<file path="config.mk">
export PLATFORM = sky130hd
export DESIGN_NAME = ipm_phase_stepper
export DESIGN_NICKNAME = d
export VERILOG_FILES = /design/src/rtl/ipm_pkg.sv /design/src/rtl/ipm_divider.sv /design/src/rtl/ipm_chip_counter.sv /design/src/rtl/ipm_step_arbiter.sv /design/src/rtl/ipm_phase_stepper.sv
export SDC_FILE = /design/constraint.sdc
export NUM_CORES = 1
export LEC_CHECK = 0
export BUFFER_PORTS_ARGS = -buffer_cell sky130_fd_sc_hd__buf_4
export CAP_MARGIN = 20
export CELL_PAD_IN_SITES_DETAIL_PLACEMENT = 1
export CELL_PAD_IN_SITES_GLOBAL_PLACEMENT = 2
export CORE_AREA = 2 2 47 49
export CTS_CLUSTER_SIZE = 10
export DETAILED_ROUTE_END_ITERATION = 16
export DIE_AREA = 0 0 49 51
export MAX_ROUTING_LAYER = met4
export PLACE_DENSITY = 0.67
export SLEW_MARGIN = 20
export SYNTH_ARGS = -nofsm -noshare
export SYNTH_HDL_FRONTEND = slang
export SYNTH_SLANG_ARGS = --single-unit
</file>
<file path="constraint.sdc">
create_clock -name clk -period 1.9 [get_ports clk]
set_clock_uncertainty 0.2 [all_clocks]
set_input_delay 0.095 -clock clk [delete_from_list [all_inputs] [get_ports clk]]
set_output_delay 0.095 -clock clk [all_outputs]
set_load 0.05 [all_outputs]
</file>
<file path="src/rtl/ipm_pkg.sv">
// Shared types for the incremental code phase stepper.
// Assumes: a step is either none, one clock shorter, or one clock longer.
package ipm_pkg;
    typedef enum logic [1:0] {
        STEP_NONE = 2'd0,
        STEP_ADV  = 2'd1,
        STEP_RET  = 2'd2
    } ipm_step_e;
endpackage

</file>
<file path="src/rtl/ipm_divider.sv">
// Programmable chip-period divider. It counts down and reloads on reaching
// zero, with the reload value chosen by the pending step (K-2, K-1 or K).
// tick marks the last cycle of each chip period.
// Assumes RATIO_K >= 4 so every period is at least three cycles long.
module ipm_divider
    import ipm_pkg::*;
#(
    parameter int RATIO_K = 4
) (
    input  logic      clk,
    input  logic      rst_n,
    input  ipm_step_e step_sel,
    output logic      tick
);
    localparam int DIV_W = $clog2(RATIO_K + 1);
    localparam logic [DIV_W-1:0] LOAD_NOM = DIV_W'(RATIO_K - 1);
    localparam logic [DIV_W-1:0] LOAD_ADV = DIV_W'(RATIO_K - 2);
    localparam logic [DIV_W-1:0] LOAD_RET = DIV_W'(RATIO_K);

    logic [DIV_W-1:0] cnt_q;
    logic [DIV_W-1:0] load_val;

    // Terminal count of the current chip period.
    assign tick = (cnt_q == '0);

    // Pick the reload value for the next period from the pending step.
    always_comb begin
        case (step_sel)
            STEP_ADV: load_val = LOAD_ADV;
            STEP_RET: load_val = LOAD_RET;
            default:  load_val = LOAD_NOM;
        endcase
    end

    // Count down and reload at the terminal count.
    always_ff @(posedge clk) begin
        if (!rst_n)     cnt_q <= LOAD_NOM;
        else if (tick)  cnt_q <= load_val;
        else            cnt_q <= cnt_q - 1'b1;
    end
endmodule

</file>
<file path="src/rtl/ipm_chip_counter.sv">
// Chip position counter within a code epoch. It advances on each divider
// tick, wraps after CODE_LEN chips, and flags the last chip of the epoch.
// Assumes CODE_LEN >= 2.
module ipm_chip_counter #(
    parameter int CODE_LEN = 7,
    localparam int CHIP_W = $clog2(CODE_LEN)
) (
    input  logic              clk,
    input  logic              rst_n,
    input  logic              tick,
    output logic [CHIP_W-1:0] chip_idx,
    output logic              epoch_stb
);
    localparam logic [CHIP_W-1:0] LAST_IDX = CHIP_W'(CODE_LEN - 1);

    logic [CHIP_W-1:0] idx_q;

    assign chip_idx  = idx_q;
    // The epoch ends on the tick of the final chip.
    assign epoch_stb = tick && (idx_q == LAST_IDX);

    // Step the chip index on each tick and wrap at the epoch end.
    always_ff @(posedge clk) begin
        if (!rst_n)          idx_q <= '0;
        else if (epoch_stb)  idx_q <= '0;
        else if (tick)       idx_q <= idx_q + 1'b1;
    end
endmodule

</file>
<file path="src/rtl/ipm_step_arbiter.sv">
// Step request arbiter. It merges manual and automatic search requests,
// cancels simultaneous opposite requests, allows one accepted step per
// epoch, holds the accepted step until the divider's next reload, and
// raises a sticky overflow for discarded requests.
// Assumes epoch_stb is coincident with a divider tick.
module ipm_step_arbiter
    import ipm_pkg::*;
(
    input  logic      clk,
    input  logic      rst_n,
    input  logic      adv_req,
    input  logic      ret_req,
    input  logic      sweep_en,
    input  logic      lock_in,
    input  logic      tick,
    input  logic      epoch_stb,
    output ipm_step_e pend_step,
    output logic      overflow
);
    logic      searching;
    logic      man_adv, man_ret, auto_ret;
    logic      want_adv, want_ret, want_any;
    logic      slot_free, accept, reject;
    logic      used_q, ovf_q;
    ipm_step_e pend_q;

    // Decide which request, if any, stands this cycle.
    always_comb begin
        searching = sweep_en && !lock_in;
        man_adv   = adv_req && !searching;
        man_ret   = ret_req && !searching;
        auto_ret  = searching && epoch_stb;
        want_adv  = man_adv && !man_ret;
        want_ret  = (man_ret && !man_adv) || auto_ret;
        want_any  = want_adv || want_ret;
        slot_free = epoch_stb || !used_q;
        accept    = want_any && slot_free;
        reject    = want_any && !slot_free;
    end

    // Track the epoch's step slot and the sticky overflow flag.
    always_ff @(posedge clk) begin
        if (!rst_n) begin
            used_q <= 1'b0;
            ovf_q  <= 1'b0;
        end else begin
            used_q <= epoch_stb ? accept : (used_q || accept);
            if (reject)         ovf_q <= 1'b1;
            else if (epoch_stb) ovf_q <= 1'b0;
        end
    end

    // Hold an accepted step until the divider reloads with it.
    always_ff @(posedge clk) begin
        if (!rst_n)      pend_q <= STEP_NONE;
        else if (accept) pend_q <= want_adv ? STEP_ADV : STEP_RET;
        else if (tick)   pend_q <= STEP_NONE;
    end

    assign pend_step = pend_q;
    assign overflow  = ovf_q;
endmodule

</file>
<file path="src/rtl/ipm_phase_stepper.sv">
// Incremental code phase stepper top. It generates chip and epoch timing
// from a reference clock at RATIO_K times the chip rate and moves the chip
// phase by one reference cycle per accepted step.
// Assumes 4 <= RATIO_K <= 16 and CODE_LEN >= 2.
module ipm_phase_stepper
    import ipm_pkg::*;
#(
    parameter int RATIO_K  = 4,
    parameter int CODE_LEN = 7,
    localparam int CHIP_W  = $clog2(CODE_LEN)
) (
    input  logic              clk,
    input  logic              rst_n,
    input  logic              adv_req,
    input  logic              ret_req,
    input  logic              sweep_en,
    input  logic              lock_in,
    output logic              chip_en,
    output logic              epoch_stb,
    output logic [CHIP_W-1:0] chip_idx,
    output logic              overflow
);
    ipm_step_e step_sel;
    logic      tick;

    // Chip-period divider.
    ipm_divider #(.RATIO_K(RATIO_K)) u_div (
        .clk      (clk),
        .rst_n    (rst_n),
        .step_sel (step_sel),
        .tick     (tick)
    );

    // Chip and epoch position.
    ipm_chip_counter #(.CODE_LEN(CODE_LEN)) u_cnt (
        .clk       (clk),
        .rst_n     (rst_n),
        .tick      (tick),
        .chip_idx  (chip_idx),
        .epoch_stb (epoch_stb)
    );

    // Request arbitration and per-epoch limit.
    ipm_step_arbiter u_arb (
        .clk       (clk),
        .rst_n     (rst_n),
        .adv_req   (adv_req),
        .ret_req   (ret_req),
        .sweep_en  (sweep_en),
        .lock_in   (lock_in),
        .tick      (tick),
        .epoch_stb (epoch_stb),
        .pend_step (step_sel),
        .overflow  (overflow)
    );

    assign chip_en = tick;
endmodule

</file>
Word level (Yosys, flattened, before mapping)
Index checks and enable logic that the tools add are counted.
{ "word_totals": {"register_bits": 10, "latch_bits": 0, "ram_bits": 0, "mem_bits_ro": 0, "in_bits": 6, "word_cells": 42, "mem_count": 0} }
{ "classes": {"addsub": 2, "multipliers": 0, "div_mod_pow": 0, "order_cmp": 0, "n_eq_ne": 3, "n_shift": 0, "mux": 8, "bitwise": 1, "n_reduce_logical": 23} }
{ "op_table": {"columns": ["op", "count"], "rows": [
  ["1-bit logical AND", 9],
  ["1-bit zero test", 6],
  ["2-bit two-way mux", 3],
  ["3-bit one-hot mux with 2 select lines", 1],
  ["1-bit logical OR", 4],
  ["2-bit nonzero test", 2],
  ["3-bit by 1-bit adder with 3-bit output, second input constant", 1],
  ["3-bit == test, second input constant", 1],
  ["3-bit zero test", 1],
  ["1-bit two-way mux", 3],
  ["3-bit two-way mux", 1],
  ["3-bit by 1-bit subtractor with 3-bit output, second input constant", 1],
  ["2-bit by 1-bit == test with 1-bit output, second input constant", 1],
  ["2-bit == test, second input constant", 1],
  ["2-bit OR reduction", 1],
  ["1-bit inverter", 1]
]} }

Logic depth before layout (Yosys ltp)
{ "logic_depth": {"ltp_word": 11, "mapped_depth": 7} }

Modules after synthesis
Synthesis repeated with hierarchy kept, for this count alone.
{ "unflattened": {"cells_unflattened": 57, "area_unflattened_um2": 558.0} }
{ "by_module_without_submodules": {"columns": ["module", "n_inst", "cells_each", "area_each_um2", "seq_area_each_um2"], "rows": [
  ["ipm_step_arbiter", 1, 22, 203.9, 80.1],
  ["ipm_divider", 1, 18, 192.7, 60.1],
  ["ipm_chip_counter", 1, 17, 161.4, 60.1]
]} }

Worst setup path after synthesis
OpenSTA, ideal clock, no wires.
{ "synth_path": {"kind": "register -> register", "startpoint": "register u_cnt.idx_q[0], in the netlist u_cnt.chip_idx[0]", "endpoint": "register u_arb.used_q", "setup_ns": 0.115, "t_arrival_ns": 1.556, "required_time_ns": 1.585, "path_slack_ns": 0.030, "stages_incl_launch_ff": 6, "n_path_buf": 0, "path_cell_list": "dfxtp_1 -> inv_1 -> ha_1 -> nand4b_4 -> mux2_4 -> o21a_1"} }
{ "synth_between": {"elab_chain_cells": 8} }
{ "synth_lines": {"columns": ["item", "line_no", "source"], "rows": [
  ["start: declaration", "ipm_chip_counter.sv:16", "logic [CHIP_W-1:0] idx_q;"],
  ["start signal: assignment", "ipm_chip_counter.sv:26", "else if (tick) idx_q <= idx_q + 1'b1;"],
  ["3-bit == test (*)", "ipm_chip_counter.sv:20", "assign epoch_stb = tick && (idx_q == LAST_IDX);"],
  ["1-bit logical AND (*)", "ipm_chip_counter.sv:20", null],
  ["1-bit logical AND", "ipm_step_arbiter.sv:32", "auto_ret = searching && epoch_stb;"],
  ["1-bit logical OR", "ipm_step_arbiter.sv:34", "want_ret = (man_ret && !man_adv) || auto_ret;"],
  ["1-bit logical OR", "ipm_step_arbiter.sv:35", "want_any = want_adv || want_ret;"],
  ["1-bit logical AND", "ipm_step_arbiter.sv:37", "accept = want_any && slot_free;"],
  ["1-bit logical OR", "ipm_step_arbiter.sv:47", "used_q <= epoch_stb ? accept : (used_q || accept);"],
  ["1-bit two-way mux (*)", "ipm_step_arbiter.sv:47", null],
  ["end signal: assignment", "ipm_step_arbiter.sv:47", null],
  ["end: declaration", "ipm_step_arbiter.sv:24", "logic used_q, ovf_q;"]
]} }
Mark *: on every way between the ends. The rest lies on a longest branch, timed or not.
A chain may end at the register's enable or synchronous reset.

Final worst setup path
{ "layout_path": {"startpoint": "register u_div.cnt_q[0]", "endpoint": "output chip_en"} }
{ "layout_between": {"elab_chain_cells": 1} }
{ "layout_lines": {"columns": ["item", "line_no", "source"], "rows": [
  ["start: declaration", "ipm_divider.sv:20", "logic [DIV_W-1:0] cnt_q;"],
  ["start signal: assignment", "ipm_divider.sv:38", "else if (tick) cnt_q <= load_val;"],
  ["start signal: assignment", "ipm_divider.sv:39", "else cnt_q <= cnt_q - 1'b1;"],
  ["3-bit zero test", "ipm_divider.sv:24", "assign tick = (cnt_q == '0);"],
  ["end: declaration", "ipm_phase_stepper.sv:18", "output logic chip_en,"]
]} }
Every way passes these cells.

==> results.toml <==
[setup_path]
crit_buf_inv = 3
crit_path_end_kind = "output port"
worstPathCellList = "inv_1 > ha_1 > nand2b_2 > inv_2 > buf_4"
critical_path_class = "reg2out"
cp_slowest_stage_delay_ps = 320
cp_top_family = "buffers and inverters"
cp_max_fo = 8
crit_arrival_ps = 1440
worst-path-stages = 5
cp-start-kind = "flip-flop"
rr_worst_depth = 5
required_ps = 1600
cpMaxStageDelayCell = "dfxtp_1"

[floorplan]
initial_core_util_pct = 26.7
row_count = 17
io_pins = 12
die_w_microns = 49
die-area_sq_um = 2500
design.core.area_sq_um = 2060
die_h_microns = 51

[routing]
drtAntennaViolNets = 0
firstDrtPassIters = 2
drc_errors = 0
vias = 443
drt_iter0_markers = 2
drt_wl_total_microns = 1070
viasPerCell = 4.22
wl_per_cell_microns = 10.2

[timing]
hold_viol_final = 0
finalCriticalPeriod_ps = 1730
tightestPinTransition_ps = 330
slew_viol_final = 0
min_period_over_period_pct = 91.2
rsz0062_at_grt = "false"
fmax_mhz = 577
setup_viol = 0
slew_headroom_pct = 77.9
finalSetupTns_ps = 0

[grt]
first_global_vias = 472
grt_usage_pct = 11.5
grt_overflow_total = 0
grt_pass1_wl_microns = 2060
antenna_found_initial = 0
grt_max_degree = 11

[power]
ir_worst_vdd_mv = 0.267
power_density_nw_per_um2 = 813
leakage_nw = 0.387

[logic_synthesis]
netlist_instances = 62
synth.yosys.seq_area_share_pct = 36.4
synth_area_sq_um = 551
synth_seq_cells = 10
syn_avg_cell_area_sq_um = 8.88
ys_warn_count = 0
postSynthNetCount = 74
ys_types = 24

[clocking]
hold_buffers = 1
htreeDepth = 1
cts.sinks = 10
insertion_delay_ps = 260
cts_buffers = 3
post-cts-setup-buffers = 0
clock_path_buffers = 2
clockRootBuffer = "clkbuf_4"
ctsResizeCount = 0
path_clk_slew_ps = 70
cts_tree = "yes"

[worst_hold_path]
hp-class = "in2reg"
holdPathStages = 5

[final_layout]
stdcell_count = 105
syn2layout_area_growth_pct = 29.1
nets = 90
drive_above_1_share_pct = 26.0
n_antenna_cell = 0

[placement]
placedCellCount = 100
routabilityCongestion = 0.698
portBuffers = 11

[outcome]
outcome = "finished, final reports clean"

[run]
maxCapViolCount = 0
==> flip-flops by register name (all words and copies together) (netlist names) <==
signal / flops
u_arb.overflow: 1
u_arb.pend_step: 2
u_arb.used_q: 1
u_cnt.chip_idx: 3
u_div.cnt_q: 3
==> cells in the final DEF, fill, tap and decap left out <==
| cell | n |
|---|---|
| a211oi_1 | 1 |
| a21oi_1 | 1 |
| and2_1 | 1 |
| buf_4 | 11 |
| clkbuf_4 | 3 |
| clkbuf_8 | 1 |
| dfxtp_1 | 10 |
| dlygate4sd3_1 | 1 |
| ha_1 | 6 |
| inv_1 | 5 |
| inv_2 | 1 |
| mux2_2 | 1 |
| mux2_4 | 1 |
| mux2i_1 | 2 |
| nand2_1 | 10 |
| nand2b_1 | 2 |
| nand2b_2 | 1 |
| nand3_1 | 2 |
| nand4b_4 | 1 |
| nor2_1 | 6 |
| nor2b_1 | 1 |
| o211a_1 | 1 |
| o211ai_1 | 1 |
| o21a_1 | 1 |
| o21ai_0 | 3 |
| o21ai_1 | 1 |
| xnor2_1 | 2 |
==> final timing paths <==
check | start | endpoint | slack, ps
hold / removal | ret_req | u_arb.pend_step[0]$_SDFFE_PN0P_ | 20
setup / recovery | u_div.cnt_q[0]$_SDFF_PN1_ | chip_en | 170
hold reg to reg | u_arb.overflow$_SDFFE_PN0P_ | u_arb.overflow$_SDFFE_PN0P_ | 270
setup reg to reg | u_div.cnt_q[0]$_SDFF_PN1_ | u_arb.used_q$_SDFF_PN0_ | 310
==> worst min-delay path, delay by kind of cell <==
kind	cells	cell delay (ps)
AND/OR/NAND/NOR	3	200
multiplexers	1	50
buffers and inverters	1	90
==> Yosys cell counts <==
cell      count  share of area (%)
dfxtp_1      10                 36
nand2_1      10                6.8
ha_1          6                 14
nor2_1        6                4.1
inv_1         5                3.4
o21ai_0       3                2.7
mux2i_1       2                3.6
nand2b_1      2                2.3
nand3_1       2                1.8
xnor2_1       2                3.2
a211oi_1      1                1.4
a21oi_1       1               0.91
and2_1        1                1.1
clkbuf_1      1               0.68
inv_2         1               0.68
mux2_2        1                2.0
mux2_4        1                2.7
nand2b_2      1                1.6
nand4b_4      1                4.3
nor2b_1       1                1.1
o211a_1       1                1.8
o211ai_1      1                1.4
o21a_1        1                1.4
o21ai_1       1               0.91
==> cell families (layout without fill, tap and decap cells) <==
| group | Yosys count | count (layout) | share of synthesized area, % |
|---|---|---|---|
| adder cells (fa/ha/maj) | 6 | 6 | 13.6 |
| buffers and inverters | 7 | 22 | 4.77 |
| flip-flops | 10 | 10 | 36.4 |
| AND/OR/NAND/NOR | 24 | 24 | 23.2 |
| multiplexers | 4 | 4 | 8.41 |
| XOR/XNOR | 2 | 2 | 3.18 |
| AO/OA/AOI/OAI | 9 | 9 | 10.5 |
==> layout make-up <==
cell class	count	area (sq um)
inverter	6	22.5
clock buffer	4	36.3
tap	28	35.0
sequential	10	200
multi-input combinational	45	324
fill	244	1350
timing repair buffer	12	92.6
==> report_power, final <==
part,switching (mW),internal (mW),leakage [nW]
registers,0.0143,0.231,0.0821
logic,0.0822,0.0600,0.284
clock network,0.0739,0.116,0.0210
==> metrics by stage <==
stage                     setup WS (ps)  hold WS [ps]  util (%)  instance area [sq um]  power (mW)
after global routing              0.285          69.8      34.4                    711       0.624
final                               168          24.9      34.4                    711       0.578
after CTS                           127          20.0      34.4                    711       0.593
after global placement              343           142      32.2                    664       0.392
after detailed placement            304           139      32.2                    664       0.394
after floorplan                    29.6           145         -                    551       0.353
==> routing by layer <==
metal | vias to the layer above | wire length [microns] | GRT usage [%]
met3 | 2 | 50 | 2.63
met1 | 199 | 495 | 12.9
met4 | 0 | 16 | 8.57
met2 | 10 | 510 | 18.0
li1 | 232 | - | -
met5 | - | 0 | -
Power figures use the tool's default switching activity.
